<file path="config.mk">
export PLATFORM = sky130hd
export DESIGN_NAME = dram_refresh_seq
export DESIGN_NICKNAME = d
export VERILOG_FILES = /design/src/rtl/dram_refresh_pkg.sv /design/src/rtl/refresh_interval_timer.sv /design/src/rtl/refresh_owed_tracker.sv /design/src/rtl/refresh_row_counter.sv /design/src/rtl/refresh_strobe_engine.sv /design/src/rtl/dram_refresh_seq.sv
export SDC_FILE = /design/constraint.sdc
export NUM_CORES = 1
export LEC_CHECK = 0
export CAP_MARGIN = 20
export CORE_MARGIN = 10
export CORE_UTILIZATION = 50
export CTS_CLUSTER_SIZE = 16
export DETAILED_ROUTE_END_ITERATION = 8
export HOLD_SLACK_MARGIN = 0.15
export PLACE_DENSITY = 0.8
export SYNTH_ARGS = -nofsm -noshare
export SYNTH_HDL_FRONTEND = slang
export SYNTH_SLANG_ARGS = --single-unit
</file>
<file path="constraint.sdc">
create_clock -name clk -period 7.7 [get_ports clk]
set_input_delay 1.155 -clock clk [delete_from_list [all_inputs] [get_ports clk]]
set_output_delay 1.155 -clock clk [all_outputs]
set_load 0.1 [all_outputs]
</file>
<file path="src/rtl/dram_refresh_pkg.sv">
`timescale 1ns/1ps
// Shared state encodings for the refresh and wake-up sequencer.
package dram_refresh_pkg;

    // Top-level lifecycle of the memory being kept alive.
    typedef enum logic [1:0] {
        ST_PAUSE,
        ST_WAKE,
        ST_RUN
    } seq_state_e;

    // Phases of one RAS cycle inside the strobe engine.
    typedef enum logic [1:0] {
        PH_IDLE,
        PH_CAS_SETUP,
        PH_RAS_LOW,
        PH_PRECHARGE
    } strobe_phase_e;

endpackage

</file>
<file path="src/rtl/refresh_interval_timer.sv">
`timescale 1ns/1ps
// Free-running interval counter. While en is high it pulses fire once every
// PERIOD cycles. It holds at zero while en is low, so the first pulse comes
// PERIOD cycles after en rises. Assumes PERIOD >= 2.
module refresh_interval_timer #(
    parameter int PERIOD = 780
) (
    input  logic clk,
    input  logic rst_n,
    input  logic en,
    output logic fire
);
    localparam int W = (PERIOD > 2) ? $clog2(PERIOD) : 1;

    logic [W-1:0] cnt;

    assign fire = en && (cnt == W'(PERIOD - 1));

    // Count enabled cycles; restart on wrap or when disabled.
    always_ff @(posedge clk) begin
        if (!rst_n || !en || fire) cnt <= '0;
        else                       cnt <= cnt + 1'b1;
    end
endmodule

</file>
<file path="src/rtl/refresh_owed_tracker.sv">
`timescale 1ns/1ps
// Backlog of refreshes that are due but not yet done. The count saturates at
// LIMIT+1, and reaching that value raises overdue. An increment and a
// decrement on the same cycle cancel out. clr has priority over both.
module refresh_owed_tracker #(
    parameter int LIMIT = 8
) (
    input  logic clk,
    input  logic rst_n,
    input  logic clr,
    input  logic inc,
    input  logic dec,
    output logic pending,
    output logic overdue
);
    localparam int CAP = LIMIT + 1;
    localparam int W   = $clog2(CAP + 1);

    logic [W-1:0] owed;

    assign pending = (owed != '0);
    assign overdue = (owed > W'(LIMIT));

    // Saturating up/down count of owed refreshes.
    always_ff @(posedge clk) begin
        if (!rst_n || clr)                         owed <= '0;
        else if (inc && !dec && owed != W'(CAP))   owed <= owed + 1'b1;
        else if (dec && !inc && owed != '0)        owed <= owed - 1'b1;
    end
endmodule

</file>
<file path="src/rtl/refresh_row_counter.sv">
`timescale 1ns/1ps
// Row pointer for row-address refresh. It advances by one on each inc and
// wraps naturally at 2**ROW_W.
module refresh_row_counter #(
    parameter int ROW_W = 8
) (
    input  logic             clk,
    input  logic             rst_n,
    input  logic             inc,
    output logic [ROW_W-1:0] row
);
    // Step the row after each completed row-address cycle.
    always_ff @(posedge clk) begin
        if (!rst_n)   row <= '0;
        else if (inc) row <= row + 1'b1;
    end
endmodule

</file>
<file path="src/rtl/refresh_strobe_engine.sv">
`timescale 1ns/1ps
// Runs one complete RAS cycle per start pulse. In the CAS-first style it
// drives CAS setup, then RAS low (CAS held for T_CHR), then precharge. In the
// row-address style it skips CAS setup and drives the row on addr. The style
// is latched at start. Assumes T_CSR >= 1, T_RP >= 1, and
// 1 <= T_CHR < T_RAS. start is ignored while busy.
module refresh_strobe_engine
    import dram_refresh_pkg::*;
#(
    parameter int ROW_W = 8,
    parameter int T_CSR = 1,
    parameter int T_CHR = 1,
    parameter int T_RAS = 3,
    parameter int T_RP  = 2
) (
    input  logic             clk,
    input  logic             rst_n,
    input  logic             start,
    input  logic             ror_sel,
    input  logic [ROW_W-1:0] row,
    output logic             busy,
    output logic             done,
    output logic             cyc_ror,
    output logic             ras_n,
    output logic             lcas_n,
    output logic             ucas_n,
    output logic [ROW_W-1:0] addr
);
    localparam int M1    = (T_CSR > T_RAS) ? T_CSR : T_RAS;
    localparam int M2    = (T_RP > M1) ? T_RP : M1;
    localparam int CNT_W = $clog2(M2 + 1);

    strobe_phase_e     ph;
    logic [CNT_W-1:0]  cnt;
    logic              ror_q;
    logic              last;
    logic              cas_low;

    // Detect the final cycle of the current phase.
    always_comb begin
        unique case (ph)
            PH_CAS_SETUP: last = (cnt == CNT_W'(T_CSR - 1));
            PH_RAS_LOW:   last = (cnt == CNT_W'(T_RAS - 1));
            PH_PRECHARGE: last = (cnt == CNT_W'(T_RP - 1));
            default:      last = 1'b0;
        endcase
    end

    // Phase sequencing and per-phase cycle count.
    always_ff @(posedge clk) begin
        if (!rst_n) begin
            ph    <= PH_IDLE;
            cnt   <= '0;
            ror_q <= 1'b0;
        end else begin
            unique case (ph)
                PH_IDLE: begin
                    if (start) begin
                        ph    <= ror_sel ? PH_RAS_LOW : PH_CAS_SETUP;
                        ror_q <= ror_sel;
                        cnt   <= '0;
                    end
                end
                PH_CAS_SETUP: begin
                    if (last) begin ph <= PH_RAS_LOW;   cnt <= '0; end
                    else            cnt <= cnt + 1'b1;
                end
                PH_RAS_LOW: begin
                    if (last) begin ph <= PH_PRECHARGE; cnt <= '0; end
                    else            cnt <= cnt + 1'b1;
                end
                PH_PRECHARGE: begin
                    if (last) begin ph <= PH_IDLE;      cnt <= '0; end
                    else            cnt <= cnt + 1'b1;
                end
                default: ph <= PH_IDLE;
            endcase
        end
    end

    // Strobe and address decode from the phase register.
    always_comb begin
        cas_low = !ror_q &&
                  ((ph == PH_CAS_SETUP) ||
                   ((ph == PH_RAS_LOW) && (cnt < CNT_W'(T_CHR))));
        ras_n   = (ph != PH_RAS_LOW);
        lcas_n  = !cas_low;
        ucas_n  = !cas_low;
        addr    = (ror_q && ph != PH_IDLE) ? row : '0;
        busy    = (ph != PH_IDLE);
        done    = (ph == PH_PRECHARGE) && last;
        cyc_ror = ror_q;
    end
endmodule

</file>
<file path="src/rtl/dram_refresh_seq.sv">
`timescale 1ns/1ps
// Refresh and wake-up sequencer for an asynchronous DRAM. After reset it
// waits PAUSE_CYCLES, runs WAKE_CYCLES RAS cycles, then raises init_done_o
// and issues one refresh per TICK_CYCLES. It requests the bus with req_o and
// starts a cycle only when gnt_i is high. Assumes the access controller keeps
// gnt_i high while own_o is high. A backlog above OWED_LIMIT reruns wake-up.
module dram_refresh_seq
    import dram_refresh_pkg::*;
#(
    parameter int ROW_W        = 8,
    parameter int TICK_CYCLES  = 780,
    parameter int PAUSE_CYCLES = 10000,
    parameter int WAKE_CYCLES  = 8,
    parameter int T_CSR        = 1,
    parameter int T_CHR        = 1,
    parameter int T_RAS        = 3,
    parameter int T_RP         = 2,
    parameter int OWED_LIMIT   = 8
) (
    input  logic             clk,
    input  logic             rst_n,
    input  logic             ror_mode_i,
    input  logic             gnt_i,
    output logic             req_o,
    output logic             own_o,
    output logic             ras_n_o,
    output logic             lcas_n_o,
    output logic             ucas_n_o,
    output logic [ROW_W-1:0] addr_o,
    output logic             init_done_o
);
    localparam int WK_W = $clog2(WAKE_CYCLES + 1);

    seq_state_e       st;
    logic [WK_W-1:0]  wake_cnt;
    logic             pause_fire;
    logic             tick;
    logic             owed_pending;
    logic             overdue;
    logic             pending;
    logic             start;
    logic             busy;
    logic             done;
    logic             cyc_ror;
    logic [ROW_W-1:0] row;

    assign pending     = (st == ST_WAKE) || ((st == ST_RUN) && owed_pending);
    assign start       = pending && gnt_i && !busy;
    assign req_o       = pending || busy;
    assign own_o       = busy;
    assign init_done_o = (st == ST_RUN);

    // Lifecycle: pause, wake-up burst, refresh service, re-wake on overrun.
    always_ff @(posedge clk) begin
        if (!rst_n) begin
            st       <= ST_PAUSE;
            wake_cnt <= '0;
        end else begin
            unique case (st)
                ST_PAUSE: if (pause_fire) st <= ST_WAKE;
                ST_WAKE: begin
                    if (done) begin
                        if (wake_cnt == WK_W'(WAKE_CYCLES - 1)) begin
                            st       <= ST_RUN;
                            wake_cnt <= '0;
                        end else begin
                            wake_cnt <= wake_cnt + 1'b1;
                        end
                    end
                end
                ST_RUN:   if (overdue) st <= ST_WAKE;
                default:  st <= ST_PAUSE;
            endcase
        end
    end

    refresh_interval_timer #(.PERIOD(PAUSE_CYCLES)) pause_tmr_i (
        .clk  (clk),
        .rst_n(rst_n),
        .en   (st == ST_PAUSE),
        .fire (pause_fire)
    );

    refresh_interval_timer #(.PERIOD(TICK_CYCLES)) tick_tmr_i (
        .clk  (clk),
        .rst_n(rst_n),
        .en   (st == ST_RUN),
        .fire (tick)
    );

    refresh_owed_tracker #(.LIMIT(OWED_LIMIT)) owed_i (
        .clk    (clk),
        .rst_n  (rst_n),
        .clr    (st != ST_RUN),
        .inc    (tick),
        .dec    (done),
        .pending(owed_pending),
        .overdue(overdue)
    );

    refresh_row_counter #(.ROW_W(ROW_W)) row_i (
        .clk  (clk),
        .rst_n(rst_n),
        .inc  (done && cyc_ror),
        .row  (row)
    );

    refresh_strobe_engine #(
        .ROW_W(ROW_W),
        .T_CSR(T_CSR),
        .T_CHR(T_CHR),
        .T_RAS(T_RAS),
        .T_RP (T_RP)
    ) eng_i (
        .clk    (clk),
        .rst_n  (rst_n),
        .start  (start),
        .ror_sel(ror_mode_i),
        .row    (row),
        .busy   (busy),
        .done   (done),
        .cyc_ror(cyc_ror),
        .ras_n  (ras_n_o),
        .lcas_n (lcas_n_o),
        .ucas_n (ucas_n_o),
        .addr   (addr_o)
    );
endmodule

</file>
### Yosys cells after proc, flatten, opt, wreduce, memory -nomap -nowiden

Cells that the tools add are included.

| word-level totals | value |
|---|---|
| flip-flop bits (word level) | 47 |
| bits of input ports | 4 |

| operators by class | value |
|---|---|
| add/sub/neg operators | 7 |
| order comparisons | 2 |
| equality and inequality tests | 21 |
| mux-type cells | 19 |
| reductions and logical operators | 41 |

Operators with widths:

| operator | number |
|---|---|
| 2-bit two-way mux | 11 |
| 14-bit by 1-bit adder with 14-bit output (second input constant) | 1 |
| 14-bit equality test (second input constant) | 1 |
| 1-bit logical AND | 14 |
| 4-bit two-way mux | 3 |
| 10-bit by 1-bit adder with 10-bit output (second input constant) | 1 |
| 10-bit equality test (second input constant) | 1 |
| 2-bit by 1-bit != test with 1-bit output (second input constant) | 5 |
| 2-bit != test (second input constant) | 5 |
| 4-bit by 1-bit adder with 4-bit output (second input constant) | 2 |
| 8-bit by 1-bit adder with 8-bit output (second input constant) | 1 |
| 2-bit equality test (second input constant) | 4 |
| 1-bit logical NOT | 8 |
| 1-bit logical OR | 8 |
| 8-bit two-way mux | 1 |
| 2-bit one-hot mux with 4 select lines | 1 |
| 4-bit AND reduction | 2 |
| 2-bit by 1-bit equality test with 1-bit output (second input constant) | 3 |
| 2-bit logical NOT | 3 |
| 2-bit one-hot mux with 3 select lines | 1 |
| 4-bit by 3-bit equality test with 1-bit output (second input constant) | 1 |
| 4-bit > comparator (second input constant) | 1 |
| 4-bit != test (second input constant) | 1 |
| 2-bit one-hot mux with 2 select lines | 1 |
| other kinds (8) | 10 |

### Longest topological paths before layout

Gate-level depths: netlist (run 1).

| logic depth | value |
|---|---|
| depth after elaboration | 7 |
| depth in mapped cells | 12 |

### Cells and area by module

A second synthesis (run 1) with hierarchy kept.

| unflattened totals | value |
|---|---|
| cells, all modules | 290 |
| area, all modules | 2,576.2 µm² |

Modules (own cells, without submodules):

| module | times used | cells each | area an instance (µm²) | sequential area each (µm²) |
|---|---|---|---|---|
| refresh_interval_timer at pause_tmr_i | 1 | 69 | 608.1 | 280.3 |
| refresh_strobe_engine | 1 | 59 | 484.2 | 100.1 |
| refresh_interval_timer at tick_tmr_i | 1 | 49 | 449.2 | 200.2 |
| refresh_row_counter | 1 | 37 | 359.1 | 160.2 |
| refresh_owed_tracker | 1 | 38 | 349.1 | 80.1 |
| dram_refresh_seq | 1 | 38 | 326.6 | 120.1 |

### Least setup slack after synthesis (run 1)

Ideal clock, no wire load.

| path | value |
|---|---|
| path type | register to register |
| start | reg eng_i.ph[0] |
| end | reg owed_i.owed[3] |
| setup time | 0.123 ns |
| arrival | 2.887 ns |
| setup slack | 4.690 ns |
| stages on the path, launching flop included | 13 |
| path buffers | 0 |
| clock period less this slack | 3.010 ns |
| path through | dfxtp_1 -> inv_1 -> ha_1 -> a222oi_1 -> nor2_1 -> nor2_4 -> inv_2 -> ha_1 -> a21o_1 -> a21o_1 -> and4bb_2 -> o21ai_0 -> nor3b_2 |

| between the ends | value |
|---|---|
| word-level cells in the longest chain between the ends | 7 |

Ends and longest elaborated chain:

| what | RTL line | RTL |
|---|---|---|
| from (decl) | refresh_strobe_engine.sv:33 | `strobe_phase_e ph;` |
| from (signal assigned) | refresh_strobe_engine.sv:59 | `ph <= ror_sel ? PH_RAS_LOW : PH_CAS_SETUP;` |
| 2-bit equality test, or another cell as far along | refresh_strobe_engine.sv:41, refresh_strobe_engine.sv:91 |  |
| 1-bit one-hot mux with 3 select lines | refresh_strobe_engine.sv:41 | `unique case (ph)` |
| 1-bit logical AND (*) | refresh_strobe_engine.sv:91 | `done = (ph == PH_PRECHARGE) && last;` |
| 1-bit logical NOT | refresh_owed_tracker.sv:27 | `else if (inc && !dec && owed != W'(CAP)) owed <= owed + 1'b1;` |
| 1-bit logical AND (2 in series) | refresh_owed_tracker.sv:27 |  |
| 4-bit two-way mux or 2-bit nonzero test (tied branches) | n/a |  |
| to (signal assigned) | refresh_owed_tracker.sv:27 |  |
| to (signal assigned) | refresh_owed_tracker.sv:28 | `else if (dec && !inc && owed != '0) owed <= owed - 1'b1;` |
| to (decl) | refresh_owed_tracker.sv:19 | `logic [W-1:0] owed;` |

Mark *: on every way between the ends. The rest lies on a longest branch, timed or not.
A chain may end at the register's enable or synchronous reset.

### Final worst setup path (run 1)

| path | value |
|---|---|
| start | reg eng_i.ph[0] |
| end | out addr_o[1] |

| between the ends | value |
|---|---|
| word-level cells in the longest chain between the ends | 3 |

Ends and longest elaborated chain:

| what | RTL line | RTL |
|---|---|---|
| 2-bit nonzero test | refresh_strobe_engine.sv:89 | `addr = (ror_q && ph != PH_IDLE) ? row : '0;` |
| 1-bit logical AND | refresh_strobe_engine.sv:89 |  |
| 8-bit two-way mux | refresh_strobe_engine.sv:89 |  |
| to (decl) | dram_refresh_seq.sv:29 | `output logic [ROW_W-1:0] addr_o,` |

Every way passes these cells.

==> impl_results.md, run 1 <==
* Post_cts resized at 0
* Clk_lat worst skew at 0.29 ns
* Initial core utilization at 0.510
* RSZ-0062 raised after global routing: false
* PnR worst setup slack at 3.88 ns
* Remaining antenna violation count at 0
* H-Tree Depth at 2
* Synth Register Bits at 47
* Synth top area share at 0.393
* Routability Congestion at 0.788
* Post-Route WL at 4450 um
* Fin nets at 309
* Layout fillers at 434
* Startpoint Class: flip-flop
* Top Layer Used: met4
* Peak VDD IR at 153 uV
* Final hold slack at 0.451 ns
* Die height at 89.2 um
* Yosys top cell by area: dfxtp_1
* Final Max Tran Viols at 0
* IO Count at 18
* Die area at 0.00796 mm2
* Final setup violation count at 0
* Met2 WL at 2200 um
* Synth area leaders: dfxtp_1, nor2_1, ha_1, xor2_1, xnor2_1
* Layout cells sized above 1 at 0.0655
* Max clock buf depth at 2
* Max cap viols at 0
* Die extent in x at 89.2 um
* Asr flop ratio synth at 0
* WS Path Type: flip-flop to primary output
* Root Buffer: clkbuf_8
* Maximum clock frequency at 0.261 GHz
* Count of TritonRoute iterations in the first routing pass at 4
* Fin Setup TNS at 0 ns
* Synth-to-Final Area Change at 12.7%
* Vias in the first global route at 1826
* GRT Overall Usage at 0.124
* Pwr dens at 206 mW/mm2
* Gate power share at 0.289
* Fin crit share at 0.497
* Std-Cell Rows at 25
* Antenna fix cells at 0
* Dominant synthesized flop cell: dfxtp_1
* Fin area at 0.00270 mm2
* Lkg Pwr at 0.000996 uW
* Placed Area at 0.00262 mm2
* Most frequent cells in the layout: nor2_1, dfxtp_1, nand3_1, clkdlybuf4s50_1, xor2_1
* Largest net degree at the start of global routing at 20
* Psw at 202 uW
* Register area share after synthesis at 0.393
* Finished Layout Cells at 344
* Mapped Nets at 288
* Initial antenna violation count at 0
* Hold Path Class: flip-flop to flip-flop
* First-pass GRT wire length at 7980 um
* Post-synth EDFFs at 0
* Met1 WL at 2050 um
* Switching portion of total power at 0.363
* Avg Vias per Cell at 5.35
* Dpl ws at 4.17 ns
* Hold_buf cts at 0
* Slew @ Worst Pin at 0.977 ns
* TritonCTS clock tree: built
* DP HPWL at 3370 um
* Outcome: finished, final reports clean
* DR iter-0 viols at 65
* DRC viols at 0
* Met3 wire length at 152 um
* Avg Inst Size Synth at 8.90 um2
* Gr ovfl total at 0
* Slew margin rel. at 0.347
* Ys Warns at 0
* Shortest period the worst path allows at 3.82 ns
* Flop pwr share at 0.455
* Num CTS Buffers at 5
* Sink Count at 47
* Critical path required time at 6.55 ns
* Core footprint at 0.00469 mm2
* Final hold vios at 0
* Via count at 1839
* Worst EP arrival at 2.67 ns
* Synthesized area at 0.00239 mm2
* CP endpoint kind: primary output
* Port Buffer Count at 17
* Post-Place Cells at 337
* WL/cell at 12.9 um
* Part of the power in the clock network at 0.256
* Reg clk slew, reported paths at 0.08 ns
* Syn Inst Count at 269
* Synth cell types at 49
* Internal power at 354 uW
* Clock Skews at 0.00401 ns
* Maximum net fanout on the critical path at 8
* Post-CTS setup buffers at 0
cell type report:
class	count	area (um2)	area share
clock buffer	5	68.8	0.0255
clock inverter	2	13.8	0.00510
inverter	12	45.0	0.0167
multi-input combinational	207	1390	0.516
sequential	47	941	0.348
tap	54	67.6	0.0250
timing repair buffer	17	170	0.0630
kinds of logic after synthesis:
logic type / after synthesis / share of synthesized area
AOI/OAI and AO/OA: 20 / 0.0569
DFF: 47 / 0.393
and+or+nand+nor: 135 / 0.304
adders and majority gates: 15 / 0.0815
muxes: 8 / 0.0340
buffers and inverters: 15 / 0.0251
xor gates and xnor gates: 29 / 0.106
critical path, cell delays in order (launching register included):
cell	delay, ns
dfxtp_1	0.37
inv_1	0.10
ha_1	0.24
nor2b_1	0.34
and2_1	0.19
clkdlybuf4s50_1	1.13
per-layer routing:
| metal | vias to the layer above | global-route usage |
|---|---|---|
| met5 | - | 0 |
| met4 | 0 | 0.0390 |
| met3 | 4 | 0.0328 |
| met2 | 17 | 0.213 |
| met1 | 857 | 0.146 |
| li1 | 961 | - |
final timing paths:
check | startpoint | slack (ns) | cells after the start | to
max | eng_i.ph[0] | 3.88 | 5 | addr_o[1]
min | tick_tmr_i.cnt[0] | 0.45 | 1 | tick_tmr_i.cnt[0]
max reg2reg | eng_i.ph[0] | 4.17 | 12 | owed_i.owed[3]
min reg2reg | tick_tmr_i.cnt[0] | 0.45 | 1 | tick_tmr_i.cnt[0]
synthesized netlist by cell type (all sizes together), types with 6 or more instances:
library cell  count
and3              6
nand2            11
nor3             10
dfxtp            47
inv              11
nand3            19
xor2             16
nor2             48
and2             10
ha               14
xnor2            13
mux2i             7
per-stage QoR:
stage	utilization	power [uW]
detailed placement	0.558	420
global placement	0.558	417
floorplan	-	388
global route	0.575	579
CTS	0.575	561
finish	0.575	556
state kept, by name, indices dropped and copies added (netlist names):
| name | cells |
|---|---|
| owed_i.owed | 4 |
| row_i.row | 8 |
| st | 2 |
| eng_i.cyc_ror | 1 |
| eng_i.ph | 2 |
| pause_tmr_i.cnt | 14 |
| eng_i.cnt | 2 |
| tick_tmr_i.cnt | 10 |
| wake_cnt | 4 |
power by group through the flow:
stage | combinational (uW) | sequential [uW] | clock [uW]
2_1_floorplan | 131 | 257 | 0
3_3_place_gp | 160 | 258 | 0
3_5_place_dp | 161 | 258 | 0
4_1_cts | 161 | 253 | 147
5_1_grt | 170 | 254 | 155
6_report | 161 | 253 | 142
No activity file was read; power rests on OpenSTA's default activity.
==> inputs of run 2 (changes only) <==
--- a/config.mk
+++ b/config.mk
@@ -11,7 +11,7 @@
 export CTS_CLUSTER_SIZE = 16
 export DETAILED_ROUTE_END_ITERATION = 8
 export HOLD_SLACK_MARGIN = 0.15
-export PLACE_DENSITY = 0.8
+export PLACE_DENSITY = 0.83
 export SYNTH_ARGS = -nofsm -noshare
 export SYNTH_HDL_FRONTEND = slang
 export SYNTH_SLANG_ARGS = --single-unit
==> constraint.sdc (replaced) <==
create_clock -name clk -period 3.4 [get_ports clk]
set_input_delay 0.51 -clock clk [delete_from_list [all_inputs] [get_ports clk]]
set_output_delay 0.51 -clock clk [all_outputs]
set_load 0.1 [all_outputs]
==> impl_results.md, run 2 (same netlist as run 1, synthesis figures left out) <==
* Most flop-heavy register: pause_tmr_i.cnt
* Core footprint at 0.00469 mm2 (unchanged)
* Hold depth at 1 (unchanged)
* Final Max Tran Viols at 0 (unchanged)
* Vias in the first global route at 1814 (-0.66%)
* Layout fillers at 423 (-2.5%)
* GRT Overall Usage at 0.125 (+0.000823)
* Critical path required time at 3.60 ns (-2.95 ns)
* Gr ovfl total at 0 (unchanged)
* Via count at 1878 (+2.1%)
* Initial core utilization at 0.510 (unchanged)
* Shortest period the worst path allows at 2.95 ns
* Die height at 89.2 um (unchanged)
* Final hold slack at 0.458 ns (+0.00724 ns)
* CP max stage cell: or4_4
* Post-layout util at 0.576 (+0.000800)
* DR iter-0 viols at 97 (+49%)
* Root Buffer: clkbuf_8
* DRC viols at 0 (unchanged)
* Top flop regs: pause_tmr_i.cnt: 14 flops, tick_tmr_i.cnt: 10 flops, row_i.row: 8 flops
* CP Cell Sequence: or4b_1, or4_4, nor2_4, inv_2, ha_1, a21o_1, a21o_1, and4bb_2, o21ai_0, nor3b_2
* Cells on worst reg2reg path at 10 (-2)
* Reg2reg start: tick_tmr_i.cnt[2]
* Max cap viols at 0 (unchanged)
* CP endpoint kind: flip-flop
* Fin crit share at 0.869
* Sink Count at 47 (unchanged)
* Cell mode on critical path: a21o_1
* WL/cell at 13.1 um (+1.4%)
* Num CTS Buffers at 5 (unchanged)
* H-Tree Depth at 2 (unchanged)
* CP max stage delay at 0.58 ns (-0.55 ns)
* R2R Path End: owed_i.owed[3]
* Hold_buf cts at 0 (unchanged)
* Hold Path Class: flip-flop to flip-flop
* Lkg Pwr at 0.00103 uW (+3.8%)
* First-pass GRT wire length at 7910 um (-0.95%)
* Avg Vias per Cell at 5.43 (+1.5%)
* Fin Setup TNS at 0 ns (unchanged)
* Startpoint Class: flip-flop
* Port Buffer Count at 17 (unchanged)
* Outcome: finished, final reports clean
* Initial antenna violation count at 0 (unchanged)
* Max reg flops at 14 (unchanged)
* Post-CTS setup buffers at 0 (unchanged)
* Reg clk slew, reported paths at 0.09 ns (about the same)
* Clock Skews at 0.00466 ns (+0.000654 ns)
* Routability Congestion at 0.825 (+4.7%)
* Clk_lat worst skew at 0.30 ns (about the same)
* Maximum clock frequency at 0.339 GHz
* Layout cells sized above 1 at 0.120 (+0.0543)
* Synth-to-Final Area Change at 12.9%
* R2R setup slack at 0.45 ns (-3.72 ns)
* Pwr dens at 494 mW/mm2 (+140%)
* DP HPWL at 3400 um (+0.87%)
* Post-Route WL at 4540 um (+2.0%)
* Final setup violation count at 0 (unchanged)
* Slew margin rel. at 0.610 (+0.263)
* Hold Crit Start: tick_tmr_i.cnt[0]
* RSZ-0062 raised after global routing: false
* TritonCTS clock tree: built
* Worst EP arrival at 3.15 ns (+0.48 ns)
* Worst Hold End: tick_tmr_i.cnt[0]
* Die extent in x at 89.2 um (unchanged)
* Maximum net fanout on the critical path at 6 (-2)
* Final hold vios at 0 (unchanged)
* IO Count at 18 (unchanged)
* Peak VDD IR at 337 uV (+120%)
* Largest net degree at the start of global routing at 20 (unchanged)
* Most frequent cells in the layout: nor2_1, dfxtp_1, nand3_1, xor2_1, buf_4
* Remaining antenna violation count at 0 (unchanged)
* Die area at 0.00796 mm2 (unchanged)
* Max clock buf depth at 2 (unchanged)
* Slew @ Worst Pin at 0.583 ns (-0.394 ns)
* Count of TritonRoute iterations in the first routing pass at 4 (unchanged)
* Post_cts resized at 0 (unchanged)
* Fin nets at 311 (+0.65%)
* Antenna fix cells at 0 (unchanged)
* WS Path Type: flip-flop to flip-flop
* Std-Cell Rows at 25 (unchanged)
## run 2: cell count changes in the layout (fill, tap and decap cells not counted), sizes merged
cell and change:
buf +16, clkdlybuf4s50 -14, clkinv -2, bufinv +1, clkinvlp +1
## run 2: through the flow
stage | cells | power (uW) | instance area (um2) | setup WS, ns
floorplan | 269 | 879 | 2390 | 0.390
global placement | 339 | 941 | 2600 | 0.501
detailed placement | 339 | 947 | 2600 | 0.454
CTS | 346 | 1350 | 2700 | 0.434
global route | 346 | 1390 | 2700 | 0.286
finish | 346 | 1340 | 2700 | 0.446
## run 2: per-layer routing
metal	global-route usage	up-vias	wire, um
li1	-	965	-
met1	0.141	891	2090
met2	0.217	17	2220
met3	0.0356	5	163
met4	0.0462	0	66
met5	0	-	0
## run 2: cell type report
type / count / area (um2) / area share
Tap cell: 54 / 67.6 / 0.0250
Inverter: 12 / 45.0 / 0.0167
Multi-Input combinational cell: 207 / 1390 / 0.516
Timing Repair Buffer: 19 / 150 / 0.0555
Clock inverter: 2 / 37.5 / 0.0139
Clock buffer: 5 / 68.8 / 0.0255
Sequential cell: 47 / 941 / 0.348
## run 2: critical path, delay by kind of cell, from the launching register on
family | cells | cell delay (ns)
adders and majority gates | 1 | 0.27
AOI/OAI and AO/OA | 3 | 0.43
and+or+nand+nor | 5 | 1.71
buffers and inverters | 1 | 0.08
DFF | 1 | 0.36
## run 2: how the worst max path moves through the flow
stage / from / end / slack, ns / depth (start not counted)
final: tick_tmr_i.cnt[2] / owed_i.owed[3] / 0.45 / 10
after floorplan: eng_i.ph[0] / owed_i.owed[3] / 0.39 / 12
after global routing: eng_i.ph[0] / owed_i.owed[3] / 0.29 / 12
after CTS: tick_tmr_i.cnt[2] / owed_i.owed[3] / 0.43 / 10
after global placement: tick_tmr_i.cnt[2] / owed_i.owed[3] / 0.50 / 10
after detailed placement: tick_tmr_i.cnt[2] / owed_i.owed[3] / 0.45 / 10
## run 2: where the power goes
group / leakage, uW / internal, uW / switching (uW)
clock network: 0.0000502 / 215 / 188
logic: 0.000604 / 95.3 / 266
registers: 0.000379 / 563 / 9.22
